<file path="config.mk">
export PLATFORM = sky130hd
export DESIGN_NAME = digit_scan_top
export DESIGN_NICKNAME = d
export VERILOG_FILES = /design/src/rtl/dscan_pkg.sv /design/src/rtl/dscan_pos_counter.sv /design/src/rtl/dscan_anode_dec.sv /design/src/rtl/dscan_cathode_dec.sv /design/src/rtl/digit_scan_top.sv
export SDC_FILE = /design/constraint.sdc
export NUM_CORES = 1
export LEC_CHECK = 0
export BUFFER_PORTS_ARGS = -buffer_cell sky130_fd_sc_hd__clkbuf_2
export CORE_AREA = 8 8 50 52
export CTS_BUF_LIST = sky130_fd_sc_hd__clkbuf_8
export DETAILED_ROUTE_END_ITERATION = 6
export DIE_AREA = 0 0 58 60
export MAX_ROUTING_LAYER = met4
export PLACE_DENSITY = 0.82
export SLEW_MARGIN = 20
export SYNTH_ARGS = -nofsm -noshare
export SYNTH_HDL_FRONTEND = slang
export SYNTH_SLANG_ARGS = --single-unit
export TNS_END_PERCENT = 30
</file>
<file path="constraint.sdc">
create_clock -name clk -period 2.2 [get_ports clk]
set_input_delay 0 -clock clk [delete_from_list [all_inputs] [get_ports clk]]
set_output_delay 0 -clock clk [all_outputs]
set_load 0.03 [all_outputs]
</file>
<file path="src/rtl/dscan_pkg.sv">
package dscan_pkg;

    localparam int unsigned BCD_W    = 4;
    localparam int unsigned NUMERALS = 10;

    typedef logic [BCD_W-1:0]    bcd_t;
    typedef logic [NUMERALS-1:0] numeral_vec_t;

endpackage

</file>
<file path="src/rtl/dscan_pos_counter.sv">
module dscan_pos_counter #(
    parameter int unsigned CNT_W     = 5,
    parameter int unsigned SCAN_W    = 4,
    parameter int unsigned DWELL_CYC = 16
) (
    input  logic             clk,
    input  logic             rst_n,
    input  logic             busy,
    input  logic             load,
    input  logic [CNT_W-1:0] load_val,
    input  logic             inc,
    output logic [CNT_W-1:0] pos
);

    localparam int unsigned DW_W = (DWELL_CYC > 2) ? $clog2(DWELL_CYC) : 1;
    localparam logic [DW_W-1:0] DW_LAST = DW_W'(DWELL_CYC - 1);

    typedef struct packed {
        logic [CNT_W-1:0] cnt;
        logic [DW_W-1:0]  dwell;
    } pos_state_t;

    pos_state_t st_d, st_q;
    logic [CNT_W-1:0] scan_nx_d;

    // Refresh step: the low scan bits wrap, the calculation-only bits are cleared.
    always_comb begin
        scan_nx_d = '0;
        scan_nx_d[SCAN_W-1:0] = st_q.cnt[SCAN_W-1:0] + SCAN_W'(1);
    end

    always_comb begin
        st_d = st_q;
        if (busy) begin
            st_d.dwell = '0;
            if (load) begin
                st_d.cnt = load_val;
            end else if (inc) begin
                st_d.cnt = st_q.cnt + CNT_W'(1);
            end
        end else if (st_q.dwell == DW_LAST) begin
            st_d.dwell = '0;
            st_d.cnt   = scan_nx_d;
        end else begin
            st_d.dwell = st_q.dwell + DW_W'(1);
        end
    end

    always_ff @(posedge clk) begin
        if (!rst_n) begin
            st_q <= '0;
        end else begin
            st_q <= st_d;
        end
    end

    assign pos = st_q.cnt;

endmodule

</file>
<file path="src/rtl/dscan_anode_dec.sv">
module dscan_anode_dec #(
    parameter int unsigned CNT_W      = 5,
    parameter int unsigned NUM_DIGITS = 15
) (
    input  logic [CNT_W-1:0]      pos,
    output logic [NUM_DIGITS-1:0] anode
);

    // Slot 0 and every count above NUM_DIGITS match no digit and blank.
    for (genvar g = 0; g < NUM_DIGITS; g++) begin : g_anode
        localparam logic [CNT_W-1:0] MATCH = CNT_W'(g + 1);
        assign anode[g] = &(~(pos ^ MATCH));
    end

endmodule

</file>
<file path="src/rtl/dscan_cathode_dec.sv">
module dscan_cathode_dec
    import dscan_pkg::*;
(
    input  bcd_t         bcd,
    output numeral_vec_t numeral
);

    // Codes above nine match no numeral line.
    for (genvar k = 0; k < NUMERALS; k++) begin : g_numeral
        assign numeral[k] = (bcd == BCD_W'(k));
    end

endmodule

</file>
<file path="src/rtl/digit_scan_top.sv">
module digit_scan_top
    import dscan_pkg::*;
#(
    parameter int unsigned NUM_DIGITS = 15,
    parameter int unsigned CNT_W      = 5,
    parameter int unsigned SCAN_W     = 4,
    parameter int unsigned DWELL_CYC  = 16
) (
    input  logic                  clk,
    input  logic                  rst_n,
    input  logic                  calc_busy,
    input  logic                  ext_load,
    input  logic [CNT_W-1:0]      ext_load_val,
    input  logic                  ext_inc,
    input  logic [3:0]            digit_bcd,
    input  logic                  neg_set,
    input  logic                  neg_clr,
    output logic [CNT_W-1:0]      pos_out,
    output logic [NUM_DIGITS-1:0] anode_en,
    output logic [9:0]            cathode_sel,
    output logic                  neg_lamp
);

    typedef struct packed {
        logic neg;
    } flag_state_t;

    flag_state_t fl_d, fl_q;

    dscan_pos_counter #(
        .CNT_W    (CNT_W),
        .SCAN_W   (SCAN_W),
        .DWELL_CYC(DWELL_CYC)
    ) u_cnt (
        .clk     (clk),
        .rst_n   (rst_n),
        .busy    (calc_busy),
        .load    (ext_load),
        .load_val(ext_load_val),
        .inc     (ext_inc),
        .pos     (pos_out)
    );

    dscan_anode_dec #(
        .CNT_W     (CNT_W),
        .NUM_DIGITS(NUM_DIGITS)
    ) u_anode (
        .pos  (pos_out),
        .anode(anode_en)
    );

    dscan_cathode_dec u_cath (
        .bcd    (digit_bcd),
        .numeral(cathode_sel)
    );

    always_comb begin
        fl_d = fl_q;
        if (neg_clr) begin
            fl_d.neg = 1'b0;
        end else if (neg_set) begin
            fl_d.neg = 1'b1;
        end
    end

    always_ff @(posedge clk) begin
        if (!rst_n) begin
            fl_q <= '0;
        end else begin
            fl_q <= fl_d;
        end
    end

    assign neg_lamp = fl_q.neg;

endmodule

</file>
* After elaboration in Yosys (flattened, before gate mapping)
Index checks and enable logic that the tools add are counted.
** Cells by class
- Reductions and logical operators :: 20
- Eq/ne operators :: 11
- $add $sub $neg :: 3
- Multiplexer cells :: 5
- Bitwise operators :: 31
** Operators by type and width (number)
- NOT 5 bit :: 15
- AND reduction 5 bit :: 15
- equality test 4 x 3 -> 1 bit (second input constant) :: 4
- two-way mux 5 bit :: 3
- equality test 4 bit (second input constant) :: 3
- NOT 2 bit :: 6
- NOT 3 bit :: 4
- two-way mux 9 bit :: 1
- adder 4 x 1 -> 4 bit (second input constant) :: 2
- equality test 4 x 2 -> 1 bit (second input constant) :: 2
- adder 5 x 1 -> 5 bit (second input constant) :: 1
- NOT 1 bit :: 5
- equality test 4 x 1 -> 1 bit (second input constant) :: 1
- zero test 4 bit :: 1
- two-way mux 4 bit :: 1
- NOT 4 bit :: 1
- != test 3 x 1 -> 1 bit (second input constant) :: 1
- OR reduction 3 bit :: 1
- AND reduction 2 bit :: 1
- nonzero test 2 bit :: 1
- OR reduction 2 bit :: 1
** Storage, ports and cells
- Output and inout port bits :: 31
- Flip-flop bits (word level) :: 10
- Word-level logic and storage cells :: 73

* Depth between registers and ports, before layout
Gate-level depths: netlist (run 1).
- Depth after elaboration :: 4
- Depth in mapped cells :: 6

* By module
A second synthesis (run 1) with hierarchy kept.
** Second synthesis, totals
- Cells, all modules :: 101
- Area total of the unflattened synthesis :: 918.4 µm²
** Modules (own cells, without submodules)
- dscan_pos_counter :: seq. area each 180.2 µm², cells each 60, area an instance 544.3 µm², times used 1
- dscan_cathode_dec :: seq. area each 0.0 µm², cells each 14, area an instance 198.9 µm², times used 1
- dscan_anode_dec :: seq. area each 0.0 µm², cells each 24, area an instance 138.9 µm², times used 1
- digit_scan_top :: seq. area each 20.0 µm², cells each 3, area an instance 36.3 µm², times used 1

* Worst setup path after synthesis (run 1)
Ideal clock, no wire load.
- Kind :: reg-to-reg
- Start point :: register u_cnt.st_q[0] (netlist bit)
- End point :: register u_cnt.st_q (netlist bit u_cnt.pos[0])
- Arrival :: 1346 ps
- Cell stages (with the launch flop) :: 5
- Clock period less this slack :: 1420 ps
- Data required time :: 2126 ps
- Slack :: 780 ps
- Path through :: dfxtp_1 > ha_1 > a31oi_2 > or4b_1 > a31oi_1
** Between the ends
- Word-level cells in the longest chain between the ends :: 3
** Ends and longest elaborated chain
- start: declaration :: RTL line dscan_pos_counter.sv:23 : pos_state_t st_d, st_q;
- start signal: assignment :: RTL line dscan_pos_counter.sv:53 : st_q <= st_d;
- equality test 4 bit :: RTL line dscan_pos_counter.sv:41 : end else if (st_q.dwell == DW_LAST) begin
- nonzero test 2 bit (no line)
- AND reduction 2 bit (no line)
Every way passes these cells.
A chain may end at the register's enable or synchronous reset.

* Final worst setup path (run 1)
Ends and elaborated chain as after synthesis.

==> results.sh, run 1 <==
export IMPL_antenna_found_initial=0
export IMPL_final_cell_area_um2=1037
export IMPL_leakage_nw=0.5235
export IMPL_drv_slew=0
export IMPL_reg2reg_setup_slack_ns=0.66
export IMPL_insertedDiodeCount=0
export IMPL_synth_edf_count=0
export IMPL_cts_made_buffers=3
export IMPL_drt_pass1_iter_count=4
export IMPL_synth_mux_area_frac=0.04085
export IMPL_routed_via_density=5.313
export IMPL_status="complete, no violations"
export IMPL_yosysWarnings=0
export IMPL_hp_start="neg_set"
export IMPL_cp_start_kind="flip-flop"
export IMPL_slew_headroom=0.6983
export IMPL_clk_pin_slew_worst_paths_ns=0.05
export IMPL_cts_tree="yes"
export IMPL_yosysTopAreaCell="dfxtp_1"
export IMPL_fin_crit_sh=0.7010
export IMPL_post_dp_cell_area_um2=972.2
export IMPL_drive_gt1_frac=0.3724
export IMPL_io_buffers=46
export IMPL_grt_pass1_vias=870
export IMPL_async_reset_ff_frac=0
export IMPL_clock_root_buffer="clkbuf_8"
export IMPL_fmax_ghz=0.6484
export IMPL_grt_max_degree=13
export IMPL_ys_seq_area_frac=0.2614
export IMPL_design_core_area_um2=1802
export IMPL_synth_nets=123
export IMPL_hp_class="in -> reg"
export IMPL_syn_inst=101
export IMPL_drc_errors=0
export IMPL_vias=866
export IMPL_worstPathRequired_ns=2.36
export IMPL_grt_pass1_wl_um=3726
export IMPL_drtIter0Drc=13
export IMPL_worst_path_max_fanout=9
export IMPL_period_needed_ns=1.542
export IMPL_synth_top_family_by_area="simple AND/OR/NAND/NOR gates"
export IMPL_cap_violations=0
export IMPL_synthAdderAreaFrac=0.09804
export IMPL_synth_seq_cells=10
export IMPL_r2r_end="u_cnt.pos[0]$_SDFFE_PN0P_"
export IMPL_routabilityCongestion=0.8782
export IMPL_skew_ns=0.001816
export IMPL_initial_core_util=0.4250
export IMPL_cts_sinks=10
export IMPL_rr_startpoint="u_cnt.st_q[0]$_SDFF_PP0_"
export IMPL_synth_compound_area_frac=0.1503
export IMPL_worstSetupEndpointType="flip-flop"
export IMPL_syn_area_per_cell_um2=7.582
export IMPL_dominantRegCellSynth="dfxtp_1"
export IMPL_rsz0062_at_grt="no"
export IMPL_yosysMostFrequentCell="nor2_1"
export IMPL_setup_violations=0
export IMPL_seqCellArea_um2=200.2
export IMPL_worst_slew_pin_slew_ns=0.4505
export IMPL_wl_um=2153
export IMPL_rr_worst_depth=4
export IMPL_finalHoldViolations=0
export IMPL_power_density_nw_per_um2=545.7
export IMPL_dieArea_um2=3480
export IMPL_fill_cells=177
export IMPL_tns_ns=0
export IMPL_synth_top_cells_by_count="nor2_1, dfxtp_1, nor3_1, nand2_1"
export IMPL_wl_per_cell_um=13.21
export IMPL_yosys_area_top_type_share=0.2614
export IMPL_hold_path_depth=3
export IMPL_total_power_mw=0.5660
export IMPL_synthTopCellsByArea="dfxtp_1, nor2_1, ha_1, nor3_1, buf_4"
export IMPL_synthSimpleGateAreaFrac=0.3415
export IMPL_grt_overflow=0
export IMPL_postRouteAntennaNets=0
export IMPL_insertion_delay_ns=0.23
export IMPL_rows=16
export IMPL_hold_path_endpoint="neg_lamp$_SDFFE_PP0P_"
export IMPL_die_x_um=58
export IMPL_h_tree_depth=1
export IMPL_synth_xor_area_frac=0.02288
export IMPL_multi_input_area_um2=500.5
export IMPL_ios=47
export IMPL_synth_cell_types=33
export IMPL_syn_to_final_growth_pct=35.46
export IMPL_syn_area_um2=765.7
export IMPL_dp_hpwl_um=1824
export IMPL_max_vdd_ir_drop_mv=0.3789
export IMPL_clock_path_buffers=2
export IMPL_nNetsFinal=168
export IMPL_critPathArrivalTime_ns=1.71
export IMPL_fp_dieH_um=60
export IMPL_grt_usage=0.1392
export IMPL_critPathKind="reg -> reg"
## flip-flops by register name (all words and copies together) (netlist names)
name and cells:
u_cnt.st_q 4, neg_lamp 1, u_cnt.pos 5
## layout by cell type, fill, tap and decap left out, drive strengths merged, types with 2 or more instances in the layout
cell,n
o41ai,2
nand3,2
nand2,7
o21ai,3
a31oi,2
nor3,9
dfxtp,10
clkbuf,50
mux2i,2
o311ai,2
nand2b,6
inv,5
a21oi,2
ha,6
nor2,21
## worst max-delay path by stage
| stage | cells after the start | slack, ns | endpoint | from |
|---|---|---|---|---|
| floorplan | 4 | 0.78 | u_cnt.pos[0]$_SDFFE_PN0P_ | u_cnt.st_q[0]$_SDFF_PP0_ |
| global placement | 4 | 0.75 | u_cnt.pos[0]$_SDFFE_PN0P_ | u_cnt.st_q[0]$_SDFF_PP0_ |
| detailed placement | 4 | 0.68 | u_cnt.pos[0]$_SDFFE_PN0P_ | u_cnt.st_q[0]$_SDFF_PP0_ |
| CTS | 4 | 0.65 | u_cnt.pos[0]$_SDFFE_PN0P_ | u_cnt.st_q[0]$_SDFF_PP0_ |
| global route | 4 | 0.57 | u_cnt.pos[0]$_SDFFE_PN0P_ | u_cnt.st_q[0]$_SDFF_PP0_ |
| finish | 4 | 0.66 | u_cnt.pos[0]$_SDFFE_PN0P_ | u_cnt.st_q[0]$_SDFF_PP0_ |
## where the power goes
| part | total (mW) | switching, mW | internal [mW] | leakage [nW] |
|---|---|---|---|---|
| sequential | 0.202 | 0.0118 | 0.190 | 0.0818 |
| combinational | 0.137 | 0.0895 | 0.0477 | 0.413 |
| clock | 0.227 | 0.0698 | 0.157 | 0.0288 |
## critical path, stage by stage, from the launching register on
cell and delay (ns):
dfxtp_1 0.35, ha_1 0.23, a31oi_2 0.19, or4b_1 0.54, a31oi_1 0.16
## metal layers
metal  vias to the layer above  wire (um)  global-route usage
met5                         -          0                   -
met4                         0         53             0.08042
met3                         7        173             0.04946
met2                        33       1057              0.2452
met1                       385        869              0.1293
li1                        441          -                   -
## logic make-up after synthesis
| kind of cell | Yosys count |
|---|---|
| AND/OR/NAND/NOR | 53 |
| XOR/XNOR | 2 |
| flip-flops | 10 |
| AO/OA/AOI/OAI | 15 |
| multiplexers | 3 |
| adder cells (fa/ha/maj) | 6 |
| buffers and inverters | 12 |
## cell type report
cell class                      count  share of cell area
Tap cell                           18             0.02171
Timing Repair Buffer               47              0.2316
Sequential cell                    10              0.1930
Inverter                            5             0.01809
Multi-Input combinational cell     79              0.4825
Clock buffer                        4             0.05308
## stage by stage
stage          setup WS, ns  hold slack [ns]  cells    util
2_1_floorplan        0.7801          0.07931    101       -
3_3_place_gp         0.7461           0.1678    158  0.5396
3_5_place_dp         0.6818           0.1746    158  0.5396
4_1_cts              0.6489         0.005285    163  0.5757
5_1_grt              0.5659          0.01180    163  0.5757
6_report             0.6578          0.01442    163  0.5757
## what timing repair did
item | in CTS | in global routing
buffers inserted | 0 | 0
hold buffers | 1 | 0
resized for setup | 0 | 0
hold endpoints to repair | 1 | 0
Power figures use the tool's default switching activity.
==> inputs of run 2 (changes only) <==
--- a/config.mk
+++ b/config.mk
@@ -6,12 +6,12 @@
 export NUM_CORES = 1
 export LEC_CHECK = 0
 export BUFFER_PORTS_ARGS = -buffer_cell sky130_fd_sc_hd__clkbuf_2
-export CORE_AREA = 8 8 50 52
+export CORE_AREA = 8 8 51 53
 export CTS_BUF_LIST = sky130_fd_sc_hd__clkbuf_8
 export DETAILED_ROUTE_END_ITERATION = 6
-export DIE_AREA = 0 0 58 60
+export DIE_AREA = 0 0 59 61
 export MAX_ROUTING_LAYER = met4
-export PLACE_DENSITY = 0.82
+export PLACE_DENSITY = 0.79
 export SLEW_MARGIN = 20
 export SYNTH_ARGS = -nofsm -noshare
 export SYNTH_HDL_FRONTEND = slang
==> constraint.sdc (replaced) <==
create_clock -name clk -period 1.5 [get_ports clk]
set_input_delay 0 -clock clk [delete_from_list [all_inputs] [get_ports clk]]
set_output_delay 0 -clock clk [all_outputs]
set_load 0.03 [all_outputs]
==> run 2 against run 1 <==
Flip-flop and latch count stayed put. Clock skew decreased by 0.00088 ns. First-iteration DRC count is 92% higher. Final cell count rose by 9.2%. Die area increased by 3.4%. Count of clock-buffer cells in the layout stayed put.
==> results.sh, run 2 (synthesized netlist as in run 1, its figures left out) <==
export IMPL_status="complete, no violations"
export IMPL_cp_start_kind="flip-flop"
export IMPL_setup_worst_path_end="u_cnt.pos[1]$_SDFFE_PN0P_"
export IMPL_max_vdd_ir_drop_mv=0.5855
export IMPL_reg2reg_setup_slack_ns=0.05
export IMPL_drt_pass1_iter_count=4
export IMPL_crit_buf_inv=1
export IMPL_drtIter0Drc=25
export IMPL_syn_to_final_growth_pct=45.91
export IMPL_max_stage_delay_ns=0.41
export IMPL_worstSetupEndpointType="flip-flop"
export IMPL_antenna_found_initial=0
export IMPL_clock_path_buffers=2
export IMPL_tns_ns=0
export IMPL_layout_common_cells="clkbuf_2, nor2_1, nor3_1"
export IMPL_r2r_end="u_cnt.pos[1]$_SDFFE_PN0P_"
export IMPL_rr_startpoint="u_cnt.pos[1]$_SDFFE_PN0P_"
export IMPL_wl_per_cell_um=13.20
export IMPL_cts_tree="yes"
export IMPL_fmax_ghz=0.6917
export IMPL_ios=47
export IMPL_fin_crit_sh=0.9638
export IMPL_wl_um=2350
export IMPL_dieArea_um2=3599
export IMPL_grt_overflow=0
export IMPL_setup_violations=0
export IMPL_routabilityCongestion=0.9083
export IMPL_cts_made_buffers=3
export IMPL_finalHoldViolations=0
export IMPL_worst_slew_pin_slew_ns=0.4699
export IMPL_design_core_area_um2=1842
export IMPL_grt_pass1_wl_um=3795
export IMPL_clock_root_buffer="clkbuf_8"
export IMPL_hp_class="in -> reg"
export IMPL_grt_max_degree=10
export IMPL_die_x_um=59
export IMPL_rows=16
export IMPL_insertion_delay_ns=0.24
export IMPL_io_buffers=46
export IMPL_dp_hpwl_um=1977
export IMPL_skew_ns=0.0009395
export IMPL_postRouteAntennaNets=0
export IMPL_critPathKind="reg -> reg"
export IMPL_slew_headroom=0.6853
export IMPL_clk_pin_slew_worst_paths_ns=0.05
export IMPL_h_tree_depth=1
export IMPL_largest_reg_flops=5
export IMPL_drv_slew=0
export IMPL_crit_start="u_cnt.pos[1]$_SDFFE_PN0P_"
export IMPL_cap_violations=0
export IMPL_power_density_nw_per_um2=765.8
export IMPL_crit_cells=4
export IMPL_worst_path_max_fanout=6
export IMPL_worstPathRequired_ns=1.62
export IMPL_total_power_mw=0.8556
export IMPL_drc_errors=0
export IMPL_rr_worst_depth=4
export IMPL_grt_usage=0.1403
export IMPL_routed_via_density=5.152
export IMPL_cts_sinks=10
export IMPL_final_common_cell="clkbuf_2"
export IMPL_crit_chain="inv_1 -> ha_1 -> mux2_2 -> o311a_1"
export IMPL_nNetsFinal=174
export IMPL_critical_path_top_delay_family="flip-flops"
export IMPL_fp_dieH_um=61
export IMPL_drive_gt1_frac=0.4172
export IMPL_grt_pass1_vias=885
export IMPL_insertedDiodeCount=0
export IMPL_period_needed_ns=1.446
export IMPL_initial_core_util=0.4158
export IMPL_rsz0062_at_grt="no"
export IMPL_critPathSlowestCell="dfxtp_1"
export IMPL_critPathArrivalTime_ns=1.57
export IMPL_vias=917
export IMPL_leakage_nw=0.5539
run 2: cell count changes in the layout (fill, tap and decap cells not counted):
cell     change
buf_4        +6
dfxtp_1      -2
dfxtp_2      +2
a31oi_2      -1
a31oi_4      +1
ha_1         -1
ha_4         +1
run 2: routing by layer:
layer,GRT usage,wire length [um],up-vias
met3,0.03814,168,9
met1,0.1420,997,419
li1,-,-,453
met2,0.2336,1108,36
met5,-,0,-
met4,0.09556,75,0
run 2: repair_timing:
item	CTS	global route
hold buffers	1	0
buffers inserted	0	0
endpoints found under the hold margin	1	0
endpoints found under the setup margin	1	1
gates resized for setup	1	4
pin swaps	0	1
run 2: cell type report:
type                    instances  area [um2]
inverters                       5       18.77
repair buffers                 53       285.3
clock buffers                   4       55.05
flip-flops and latches         10       202.7
multi-input cells              79       521.8
well taps                      27       33.78
fillers                       186       724.4
run 2: worst register-to-register path, cell delays in order (launching register included):
cell and delay [ns]:
dfxtp_1 0.41, inv_1 0.11, ha_1 0.28, mux2_2 0.26, o311a_1 0.28
run 2: through the flow:
step | util | setup WS (ns) | hold WS (ns) | std cells | instance area, um2
global placement | 0.5584 | 0.07894 | 0.1680 | 173 | 1028
floorplan | - | 0.08006 | 0.07931 | 101 | 765.7
detailed placement | 0.5584 | -0.01078 | 0.1666 | 173 | 1028
finish | 0.6067 | 0.05430 | 0.01186 | 178 | 1117
CTS | 0.5951 | 0.002010 | 0.01306 | 178 | 1096
global route | 0.6067 | 0.007180 | 0.01645 | 178 | 1117
run 2: how the worst min path moves through the flow:
stage                  from                         to  slack (ns)  cells past startpoint
global placement    neg_clr      neg_lamp$_SDFFE_PP0P_        0.17                      2
floorplan           neg_clr      neg_lamp$_SDFFE_PP0P_        0.08                      1
CTS                 neg_set      neg_lamp$_SDFFE_PP0P_        0.01                      3
global route          rst_n  u_cnt.pos[1]$_SDFFE_PN0P_        0.02                      2
detailed placement  neg_clr      neg_lamp$_SDFFE_PP0P_        0.17                      2
finish              neg_set      neg_lamp$_SDFFE_PP0P_        0.01                      3
run 2: report_power, final:
group	total, mW	internal (mW)	switching (mW)	leakage [nW]
clock network	0.340	0.231	0.109	0.0288
registers	0.293	0.279	0.0135	0.0825
logic	0.223	0.0814	0.142	0.443
